==> src/rtl/evtcnt_pkg.sv <==
package evtcnt_pkg;

   // event selector codes
   localparam logic [3:0] EV_ACCESS   = 4'h0;
   localparam logic [3:0] EV_ACTIVATE = 4'h1;
   localparam logic [3:0] EV_READ     = 4'h2;
   localparam logic [3:0] EV_WRITE    = 4'h3;
   localparam logic [3:0] EV_CMDQ     = 4'h4;
   localparam logic [3:0] EV_WDQ      = 4'h5;
   localparam logic [3:0] EV_RDQ      = 4'h6;
   localparam logic [3:0] EV_RETQ     = 4'h7;
   localparam logic [3:0] EV_PRIO     = 4'h8;
   localparam logic [3:0] EV_PENDING  = 4'h9;
   localparam logic [3:0] EV_BUSY     = 4'hA;

   // configuration word layout
   localparam int CFG_CODE_LSB = 0;
   localparam int CFG_REN_BIT  = 4;
   localparam int CFG_MEN_BIT  = 5;
   localparam int CFG_MID_LSB  = 8;
   localparam int CFG_RGN_LSB  = 16;
   localparam int CFG_FIELD_W  = 8;

   function automatic logic region_allowed(input logic [3:0] code);
      return (code == EV_READ) || (code == EV_WRITE) || (code == EV_PRIO);
   endfunction

   function automatic logic master_allowed(input logic [3:0] code);
      return (code <= EV_WRITE) || (code == EV_PRIO);
   endfunction

endpackage

==> src/rtl/evtcnt_cfg_reg.sv <==
module evtcnt_cfg_reg
   import evtcnt_pkg::*;
#(
   parameter int DATA_W = 32,
   parameter int MID_W  = 8,
   parameter int RGN_W  = 2
) (
   input  logic              clk,
   input  logic              rst_n,
   input  logic              wr_en,
   input  logic [DATA_W-1:0] wdata,
   output logic [3:0]        code,
   output logic              ren,
   output logic              men,
   output logic [MID_W-1:0]  mid_match,
   output logic [RGN_W-1:0]  rgn_match,
   output logic [DATA_W-1:0] cfg_word
);

   localparam logic [63:0] MASK64 = 64'h3F
                                  | (((64'h1 << MID_W) - 64'h1) << CFG_MID_LSB)
                                  | (((64'h1 << RGN_W) - 64'h1) << CFG_RGN_LSB);
   localparam logic [DATA_W-1:0] FIELD_MASK = MASK64[DATA_W-1:0];

   logic [DATA_W-1:0] cfg_q;

   always_ff @(posedge clk or negedge rst_n) begin
      if (!rst_n) begin
         cfg_q <= '0;
      end else if (wr_en) begin
         cfg_q <= wdata & FIELD_MASK;
      end
   end

   assign code      = cfg_q[CFG_CODE_LSB +: 4];
   assign ren       = cfg_q[CFG_REN_BIT];
   assign men       = cfg_q[CFG_MEN_BIT];
   assign mid_match = cfg_q[CFG_MID_LSB +: MID_W];
   assign rgn_match = cfg_q[CFG_RGN_LSB +: RGN_W];
   assign cfg_word  = cfg_q;


   cfg_load_chk: assert property (@(posedge clk) disable iff (!rst_n)
      wr_en |=> cfg_word == ($past(wdata) & FIELD_MASK));

endmodule

==> src/rtl/evtcnt_select.sv <==
module evtcnt_select
   import evtcnt_pkg::*;
#(
   parameter int MID_W = 8,
   parameter int RGN_W = 2
) (
   input  logic             clk,
   input  logic             rst_n,
   input  logic [3:0]       code,
   input  logic             ren,
   input  logic             men,
   input  logic [MID_W-1:0] mid_match,
   input  logic [RGN_W-1:0] rgn_match,
   input  logic             acc_vld,
   input  logic [MID_W-1:0] acc_mid,
   input  logic [RGN_W-1:0] acc_rgn,
   input  logic             acc_wr,
   input  logic             acc_dbg,
   input  logic             act_vld,
   input  logic [MID_W-1:0] act_mid,
   input  logic             act_dbg,
   input  logic             prio_vld,
   input  logic [MID_W-1:0] prio_mid,
   input  logic [RGN_W-1:0] prio_rgn,
   input  logic [3:0]       fifo_full,
   input  logic             cmd_pend,
   input  logic             busy,
   input  logic             busy_dbg,
   output logic             hit
);

   logic mfilt, rfilt;
   logic acc_mid_ok, act_mid_ok, prio_mid_ok;
   logic acc_rgn_ok, prio_rgn_ok;
   logic acc_live;

   always_comb begin
      mfilt       = men && master_allowed(code);
      rfilt       = ren && region_allowed(code);
      acc_mid_ok  = !mfilt || (acc_mid == mid_match);
      act_mid_ok  = !mfilt || (act_mid == mid_match);
      prio_mid_ok = !mfilt || (prio_mid == mid_match);
      acc_rgn_ok  = !rfilt || (acc_rgn == rgn_match);
      prio_rgn_ok = !rfilt || (prio_rgn == rgn_match);
      acc_live    = acc_vld && !acc_dbg && acc_mid_ok;
   end

   always_comb begin
      case (code)
         EV_ACCESS:   hit = acc_live;
         EV_ACTIVATE: hit = act_vld && !act_dbg && act_mid_ok;
         EV_READ:     hit = acc_live && !acc_wr && acc_rgn_ok;
         EV_WRITE:    hit = acc_live && acc_wr && acc_rgn_ok;
         EV_CMDQ:     hit = fifo_full[0];
         EV_WDQ:      hit = fifo_full[1];
         EV_RDQ:      hit = fifo_full[2];
         EV_RETQ:     hit = fifo_full[3];
         EV_PRIO:     hit = prio_vld && prio_mid_ok && prio_rgn_ok;
         EV_PENDING:  hit = cmd_pend;
         EV_BUSY:     hit = busy && !busy_dbg;
         default:     hit = 1'b0;
      endcase
   end


   reserved_silent_chk: assert property (@(posedge clk) disable iff (!rst_n)
      (code > EV_BUSY) |-> !hit);


   dbg_block_chk: assert property (@(posedge clk) disable iff (!rst_n)
      (acc_dbg && (code == EV_ACCESS || code == EV_READ || code == EV_WRITE)) |-> !hit);


   mid_filter_chk: assert property (@(posedge clk) disable iff (!rst_n)
      (men && hit && (code == EV_ACCESS || code == EV_READ || code == EV_WRITE))
      |-> (acc_mid == mid_match));


   rgn_filter_chk: assert property (@(posedge clk) disable iff (!rst_n)
      (ren && hit && code == EV_PRIO) |-> (prio_rgn == rgn_match));

endmodule

==> src/rtl/evtcnt_accum.sv <==
module evtcnt_accum #(
   parameter int CNT_W = 32
) (
   input  logic             clk,
   input  logic             rst_n,
   input  logic             clr,
   input  logic             inc,
   output logic [CNT_W-1:0] cnt
);

   always_ff @(posedge clk or negedge rst_n) begin
      if (!rst_n) begin
         cnt <= '0;
      end else if (clr) begin
         cnt <= '0;
      end else if (inc) begin
         cnt <= cnt + 1'b1;
      end
   end


   clr_zero_chk: assert property (@(posedge clk) disable iff (!rst_n)
      clr |=> (cnt == '0));


   wrap_chk: assert property (@(posedge clk) disable iff (!rst_n)
      (!clr && inc && (&cnt)) |=> (cnt == '0));


   one_step_chk: assert property (@(posedge clk) disable iff (!rst_n)
      (!clr && inc) |=> (cnt == CNT_W'($past(cnt) + 1'b1)));


   hold_chk: assert property (@(posedge clk) disable iff (!rst_n)
      (!clr && !inc) |=> $stable(cnt));

endmodule

==> src/rtl/memctl_evt_counters.sv <==
module memctl_evt_counters
   import evtcnt_pkg::*;
#(
   parameter  int NUM_CNT = 2,
   parameter  int CNT_W   = 32,
   parameter  int DATA_W  = 32,
   parameter  int MID_W   = 8,
   parameter  int RGN_W   = 2,
   localparam int IDX_W   = (NUM_CNT > 1) ? $clog2(NUM_CNT) : 1,
   localparam int ADDR_W  = IDX_W + 1
) (
   input  logic              clk,
   input  logic              rst_n,
   input  logic              reg_we,
   input  logic [ADDR_W-1:0] reg_addr,
   input  logic [DATA_W-1:0] reg_wdata,
   output logic [DATA_W-1:0] reg_rdata,
   input  logic              acc_vld,
   input  logic [MID_W-1:0]  acc_mid,
   input  logic [RGN_W-1:0]  acc_rgn,
   input  logic              acc_wr,
   input  logic              acc_dbg,
   input  logic              act_vld,
   input  logic [MID_W-1:0]  act_mid,
   input  logic              act_dbg,
   input  logic              prio_vld,
   input  logic [MID_W-1:0]  prio_mid,
   input  logic [RGN_W-1:0]  prio_rgn,
   input  logic [3:0]        fifo_full,
   input  logic              cmd_pend,
   input  logic              busy,
   input  logic              busy_dbg
);

   localparam int SLOTS = 1 << IDX_W;

   // elaboration-time parameter checks
   if (NUM_CNT < 1 || NUM_CNT > 16) begin : g_bad_num
      $error("NUM_CNT out of range");
   end
   if (CNT_W < 1 || CNT_W > DATA_W) begin : g_bad_cnt
      $error("CNT_W must lie in 1..DATA_W");
   end
   if (MID_W < 1 || MID_W > CFG_FIELD_W || RGN_W < 1 || RGN_W > CFG_FIELD_W) begin : g_bad_fld
      $error("filter field widths must lie in 1..8");
   end
   if (DATA_W < CFG_RGN_LSB + CFG_FIELD_W) begin : g_bad_data
      $error("DATA_W too narrow for the configuration layout");
   end

   logic [DATA_W-1:0] cfg_word [SLOTS];
   logic [DATA_W-1:0] cnt_ext  [SLOTS];
   logic [IDX_W-1:0]  idx;
   logic              sel_cnt;

   assign idx     = reg_addr[IDX_W-1:0];
   assign sel_cnt = reg_addr[IDX_W];

   for (genvar gi = 0; gi < SLOTS; gi++) begin : g_slot
      if (gi < NUM_CNT) begin : g_live
         logic [3:0]       code;
         logic             ren, men, hit, cfg_we;
         logic [MID_W-1:0] mid_match;
         logic [RGN_W-1:0] rgn_match;
         logic [CNT_W-1:0] cnt_v;

         assign cfg_we = reg_we && !sel_cnt && (idx == IDX_W'(gi));

         evtcnt_cfg_reg #(.DATA_W(DATA_W), .MID_W(MID_W), .RGN_W(RGN_W)) u_cfg (
            .clk       (clk),
            .rst_n     (rst_n),
            .wr_en     (cfg_we),
            .wdata     (reg_wdata),
            .code      (code),
            .ren       (ren),
            .men       (men),
            .mid_match (mid_match),
            .rgn_match (rgn_match),
            .cfg_word  (cfg_word[gi])
         );

         evtcnt_select #(.MID_W(MID_W), .RGN_W(RGN_W)) u_sel (
            .clk       (clk),
            .rst_n     (rst_n),
            .code      (code),
            .ren       (ren),
            .men       (men),
            .mid_match (mid_match),
            .rgn_match (rgn_match),
            .acc_vld   (acc_vld),
            .acc_mid   (acc_mid),
            .acc_rgn   (acc_rgn),
            .acc_wr    (acc_wr),
            .acc_dbg   (acc_dbg),
            .act_vld   (act_vld),
            .act_mid   (act_mid),
            .act_dbg   (act_dbg),
            .prio_vld  (prio_vld),
            .prio_mid  (prio_mid),
            .prio_rgn  (prio_rgn),
            .fifo_full (fifo_full),
            .cmd_pend  (cmd_pend),
            .busy      (busy),
            .busy_dbg  (busy_dbg),
            .hit       (hit)
         );

         evtcnt_accum #(.CNT_W(CNT_W)) u_acc (
            .clk   (clk),
            .rst_n (rst_n),
            .clr   (cfg_we),
            .inc   (hit),
            .cnt   (cnt_v)
         );

         if (CNT_W == DATA_W) begin : g_full
            assign cnt_ext[gi] = cnt_v;
         end else begin : g_pad
            assign cnt_ext[gi] = {{(DATA_W-CNT_W){1'b0}}, cnt_v};
         end
      end else begin : g_empty
         assign cfg_word[gi] = '0;
         assign cnt_ext[gi]  = '0;
      end
   end

   always_comb begin
      reg_rdata = sel_cnt ? cnt_ext[idx] : cfg_word[idx];
   end


   cnt_write_ignored_chk: assert property (@(posedge clk) disable iff (!rst_n)
      (reg_we && sel_cnt && idx == '0 && g_slot[0].g_live.hit == 1'b0
       && !(g_slot[0].g_live.cfg_we))
      |=> $stable(cnt_ext[0]));

endmodule

==> config.mk <==
export PLATFORM = sky130hd
export DESIGN_NAME = memctl_evt_counters
export DESIGN_NICKNAME = d
export VERILOG_FILES = /design/src/rtl/evtcnt_pkg.sv /design/src/rtl/evtcnt_cfg_reg.sv /design/src/rtl/evtcnt_select.sv /design/src/rtl/evtcnt_accum.sv /design/src/rtl/memctl_evt_counters.sv
export SDC_FILE = /design/constraint.sdc
export NUM_CORES = 1
export LEC_CHECK = 0
export ABC_AREA = 1
export BUFFER_PORTS_ARGS = -buffer_cell sky130_fd_sc_hd__buf_2
export CORE_MARGIN = 3
export CORE_UTILIZATION = 50
export CTS_CLUSTER_SIZE = 25
export DETAILED_ROUTE_END_ITERATION = 6
export PLACE_DENSITY_LB_ADDON = 0.3
export SYNTH_ARGS = -nofsm -noshare
export SYNTH_HDL_FRONTEND = slang
export SYNTH_SLANG_ARGS = --single-unit
==> constraint.sdc <==
create_clock -name clk -period 2.65 [get_ports clk]
set_clock_uncertainty 0.05 [all_clocks]
set_input_delay 0.265 -clock clk [delete_from_list [all_inputs] [get_ports clk]]
set_output_delay 0.265 -clock clk [all_outputs]
set_load 0.005 [all_outputs]
==> metrics.txt, run 1 <==
ANT cells 0; LEAKAGE 0.00399 uW; worst hold slack 80.2 ps; max-cap viol count 0; largest cells by area after synthesis dfrtp_1 (32%), nand2_1 (20%), nor2_1 (8.4%); I/O pins 110; DIE AREA 16700 um^2; layout overhead on the synthesized area 12.4%; Crit. End Element register; DRT antenna net count 0; required time of the critical path 2890 ps; first-pass GRT wire length 37.3 mm; GRT Overall Usage 0.280; worst hold path depth 3; Cell Rows 44; CP Class reg2reg; Setup Viol. Count Final 0; Final min period 2190 ps; CTS Buffer Depth 2; WL per Instance 16.1 um; GR Overflow Total 0; Crit path arrival time 2440 ps; maximum fanout along the worst path 32; Tot Pwr 6500 uW; post-synthesis cell area 7580 um^2; CTS resizes 0; count leader, synth nand2_1; Tcrit/Tclk final 0.828; Top cell by count, worst path nand2_1; Fillers 1470; Synthesis Warnings 0; sequential fraction of the synthesis area 0.317; WP depth 10; IO buf count 93; final wirelength 23.1 mm; Root Buffer clkbuf_16; Tightest Pin Transition 570 ps; initial DRC count 776; clk_lat worst skew 350 ps; R2R cell count 10; Initial Util 0.515; largest net degree at the start of global routing 48; Cell Chain, Critical Path xnor2_1, nand2_1, nor2_1, nand2_1, nand2_1, nand3_2, nand3_2, buf_4, nand2_1, nand2_1; post-CTS setup buffer count 0; status complete, no violations; PD cells 763 nW/um^2; share of cells above drive strength 1 0.126; Yosys top cell by area dfrtp_1; fmax 456 MHz; Slew Limit Fails 0; Syn Area/Cell 6.39 um^2; Via Count 7946; drt via density 5.51; DRC viols 0; Max VDD drop 425 uV; Clock Sink Count 96; Die H 129 um; H-tree depth 3; Worst slew margin 0.620; CTS tree done; Synth Register Bits 96; detailed-placement wirelength estimate 17.1 mm; syn nets 1265; hold buffer count at cts 1; prevailing post-synth register cell dfrtp_1; Synth Instances 1185; startpoint types register; Post-layout nets 1332; EDFF count, synth 0; CP max stage cell dfrtp_1; setup TNS 0 ps; clock buffer count from CTS 9; slowest stage delay, CP 450 ps; Die W 129 um; initial antenna violation count 0; CP delay by family, top simple AND/OR/NAND/NOR gates; endpoints failing hold 0; Worst Path Buf+Inv 1; most frequent cells after synthesis nand2_1 (402), nor2_1 (169), dfrtp_1 (96); first drt pass iteration count 5; share of flip-flops with an asynchronous set or reset 1.00; clock slew at reported path FFs 70 ps; vias in the first global route 7349; Distinct cells, synth 31; share of the synthesized area in the top cell type 0.317; Hold WC Path Type in2reg; Core Region 14700 um^2; RSZ-0062 raised after global routing false; GPL Wtd Cong 0.989
==> metal layers <==
layer	GRT usage	wire length, um
met2	0.426	10300
met5	0	0
met3	0.0412	1680
met4	0.101	631
met1	0.408	10500
==> cell families (layout without fill, tap and decap cells) <==
| logic type | Yosys count | after routing | synth area share |
|---|---|---|---|
| buf+inv | 149 | 221 | 0.0822 |
| compound gates | 125 | 125 | 0.0892 |
| xor+xnor | 89 | 89 | 0.103 |
| flops | 96 | 96 | 0.317 |
| simple gates | 724 | 724 | 0.405 |
| fa+ha+maj | 2 | 2 | 0.00330 |
==> tightest hold or removal path, stage by stage <==
cell	delay (ps)
buf_2	90
nand2_1	40
o21ai_0	50
==> state kept, by name, indices dropped and copies added (netlist names) <==
| name | flops |
|---|---|
| g_slot.g_live.u_acc.cnt | 64 |
| g_slot.g_live.u_cfg.cfg_word | 32 |
==> where the power goes <==
part           total [uW]  internal (uW)  switching, uW
Clock                1440            829            609
Combinational        2280            963           1320
Sequential           2780           1950            824
==> stage by stage <==
step | cell area (um^2) | setup WS, ps | utilization | std cells
detailed placement | 8180 | 455 | 0.557 | 1424
floorplan | 7580 | 949 | - | 1185
global placement | 8180 | 542 | 0.557 | 1424
global route | 8510 | 225 | 0.579 | 1441
CTS | 8510 | 435 | 0.579 | 1441
finish | 8510 | 456 | 0.579 | 1441
==> layout make-up <==
class / count / area (um^2) / area share
multi-input cells: 940 / 4560 / 0.536
flip-flops and latches: 96 / 2400 / 0.282
repair buffers: 115 / 661 / 0.0776
inverters: 90 / 338 / 0.0397
well taps: 184 / 230 / 0.0270
clock buffers: 9 / 225 / 0.0265
clock inverters: 7 / 95.1 / 0.0112
==> placed cells by master, fill, tap and decap left out, types with 5 or more instances in the layout <==
cell type and instances:
a21oi_1 38, buf_2 92, buf_4 20, clkbuf_16 9
dfrtp_1 96, inv_1 82, inv_2 8, nand2_1 402
nand3_1 22, nand4_1 75, nor2_1 169, nor2_2 5
nor3_1 31, nor3b_1 6, o21ai_0 71, o22ai_1 8
xnor2_1 57, xor2_1 32
==> path summary, 6_finish.rpt <==
path | from | end | slack, ps
setup / recovery | g_slot[1].g_live.u_cfg.cfg_word[11] | g_slot[1].g_live.u_acc.cnt[8] | 460
hold / removal | reg_wdata[3] | g_slot[1].g_live.u_cfg.cfg_word[3] | 80
setup reg to reg | g_slot[1].g_live.u_cfg.cfg_word[11] | g_slot[1].g_live.u_acc.cnt[8] | 460
hold reg to reg | g_slot[0].g_live.u_cfg.cfg_word[5] | g_slot[0].g_live.u_cfg.cfg_word[5] | 480
max in group asynchronous | rst_n | g_slot[0].g_live.u_acc.cnt[6] | 1450
min in group asynchronous | rst_n | g_slot[1].g_live.u_acc.cnt[27] | 390
Note: power is estimated with default switching activity, not from simulation.
==> inputs of run 2 (changes only) <==
==> constraint.sdc (replaced) <==
create_clock -name clk -period 2 [get_ports clk]
set_clock_uncertainty 0.05 [all_clocks]
set_input_delay 0.2 -clock clk [delete_from_list [all_inputs] [get_ports clk]]
set_output_delay 0.2 -clock clk [all_outputs]
set_load 0.005 [all_outputs]
==> run 2 against run 1 <==
Against the previous run:
- via count increased by 1.1%
- largest cell class unchanged
- critical endpoint is now g_slot[0].g_live.u_acc.cnt[27]
- register-to-register slack lost 300 ps
- largest power group unchanged
- final cell count increased by 1.1%
==> metrics.txt, run 2 (synthesis results as in run 1) <==
fin cells 1457; Slew Limit Fails 0; worst hold slack 13.9 ps; Cell Rows 44; Post-layout nets 1349; GR Overflow Total 0; CTS Buffer Depth 2; post-CTS setup buffer count 0; detailed-placement wirelength estimate 17.6 mm; maximum fanout along the worst path 5; GPL Wtd Cong 1.02; Placed Cells 1441; Initial Util 0.515; Via Count 8035; clock slew at reported path FFs 70 ps; Hold WC Path Type in2reg; most common cell after layout, fill and taps aside nand2_1; Die W 129 um; DIE AREA 16700 um^2; drt via density 5.51; vias in the first global route 7401; Fillers 1408; layout overhead on the synthesized area 15.4%; first-pass GRT wire length 38.3 mm; CTS tree done; largest net degree at the start of global routing 50; first drt pass iteration count 5; Max VDD drop 560 uV; I/O pins 110; LEAKAGE 0.00410 uW; Clock Sink Count 96; status complete, no violations; Top reg by flops g_slot.g_live.u_acc.cnt; required time of the critical path 2240 ps; DRC viols 0; share of cells above drive strength 1 0.141; RSZ-0062 raised after global routing false; initial antenna violation count 0; startpoint types register; fin worst setup slack 156 ps; clock buffer count from CTS 9; most frequent cells in the layout nand2_1 (402), nor2_1 (164), dfrtp_1 (96); IO buf count 93; Crit. End Element register; R2R setup slack 160 ps; endpoints failing hold 0; Setup Viol. Count Final 0; DRT antenna net count 0; H-tree depth 3; Final min period 1840 ps; Root Buffer clkbuf_16; Tcrit/Tclk final 0.922; clk_lat worst skew 350 ps; Die H 129 um; PD cells 1020 nW/um^2; final wirelength 23.3 mm; CP Class reg2reg; WL per Instance 16.0 um; max reg flops 64; Tightest Pin Transition 562 ps; DP Area 8360 um^2; Core Region 14700 um^2; max-cap viol count 0; post-route cell area 8740 um^2; ANT cells 0; GRT Overall Usage 0.285; Crit path arrival time 2080 ps; Worst slew margin 0.625; setup TNS 0 ps; fmax 542 MHz; initial DRC count 644; Post-Place Worst Slack 153 ps
## run 2: cell types whose count changed in the layout (fill, tap and decap cells not counted), moves of 2 or more
cell | before | now
buf_4 | 20 | 31
nor2_1 | 169 | 164
buf_12 | 2 | 6
nor2_2 | 5 | 9
buf_6 | 0 | 2
clkbuf_1 | 0 | 2
clkinv_2 | 2 | 0
## run 2: power by group
part	internal (uW)	total [uW]	switching (uW)
logic	1400	3240	1840
clock network	1250	2010	759
registers	2590	3640	1060
total	5240	8900	3660
## run 2: layer usage
layer,global-route usage,part of all wire,up-vias
met5,0,0,-
met2,0.448,0.45,266
li1,-,-,3974
met3,0.0313,0.052,42
met1,0.407,0.46,3753
met4,0.106,0.030,0
## run 2: per-stage QoR
| step | utilization | total power (uW) |
|---|---|---|
| 4_1_cts | 0.592 | 8870 |
| 3_5_place_dp | 0.569 | 6850 |
| 6_report | 0.595 | 8900 |
| 3_3_place_gp | 0.569 | 6760 |
| 5_1_grt | 0.595 | 9550 |
| 2_1_floorplan | - | 5670 |
## run 2: cell type report
type	instances	area, um^2	share of cell area
Tap cell	184	230	0.0263
Multi-Input combinational cell	940	4590	0.525
Sequential cell	96	2400	0.275
Inverter	90	338	0.0387
Timing Repair Buffer	132	846	0.0968
Clock inverter	3	90.1	0.0103
Clock buffer	12	246	0.0282
## run 2: final timing paths
path	startpoint	endpoint	depth (start not counted)
hold / removal	reg_wdata[17]	g_slot[0].g_live.u_cfg.cfg_word[17]	3
setup reg to reg	g_slot[0].g_live.u_acc.cnt[7]	g_slot[0].g_live.u_acc.cnt[27]	9
setup / recovery	g_slot[0].g_live.u_acc.cnt[7]	g_slot[0].g_live.u_acc.cnt[27]	9
min in group asynchronous	rst_n	g_slot[1].g_live.u_acc.cnt[26]	2
hold reg to reg	g_slot[1].g_live.u_cfg.cfg_word[5]	g_slot[1].g_live.u_cfg.cfg_word[5]	2
max in group asynchronous	rst_n	g_slot[0].g_live.u_acc.cnt[18]	3
## run 2: critical path, stage by stage (launching register included)
cell and delay [ps]:
dfrtp_1 430, inv_1 90, nor3_1 320, nand2_1 130, nor2_1 290, nand2_1 130, xor2_1 150, nor2_1 90
nand2_1 50, nand2_1 50
## run 2: what timing repair did
item                                    in CTS  in global routing
endpoints found under the setup margin       0                 35
hold buffers                                 1                  0
gates resized for setup                      0                 10
hold endpoints to repair                    21                  0
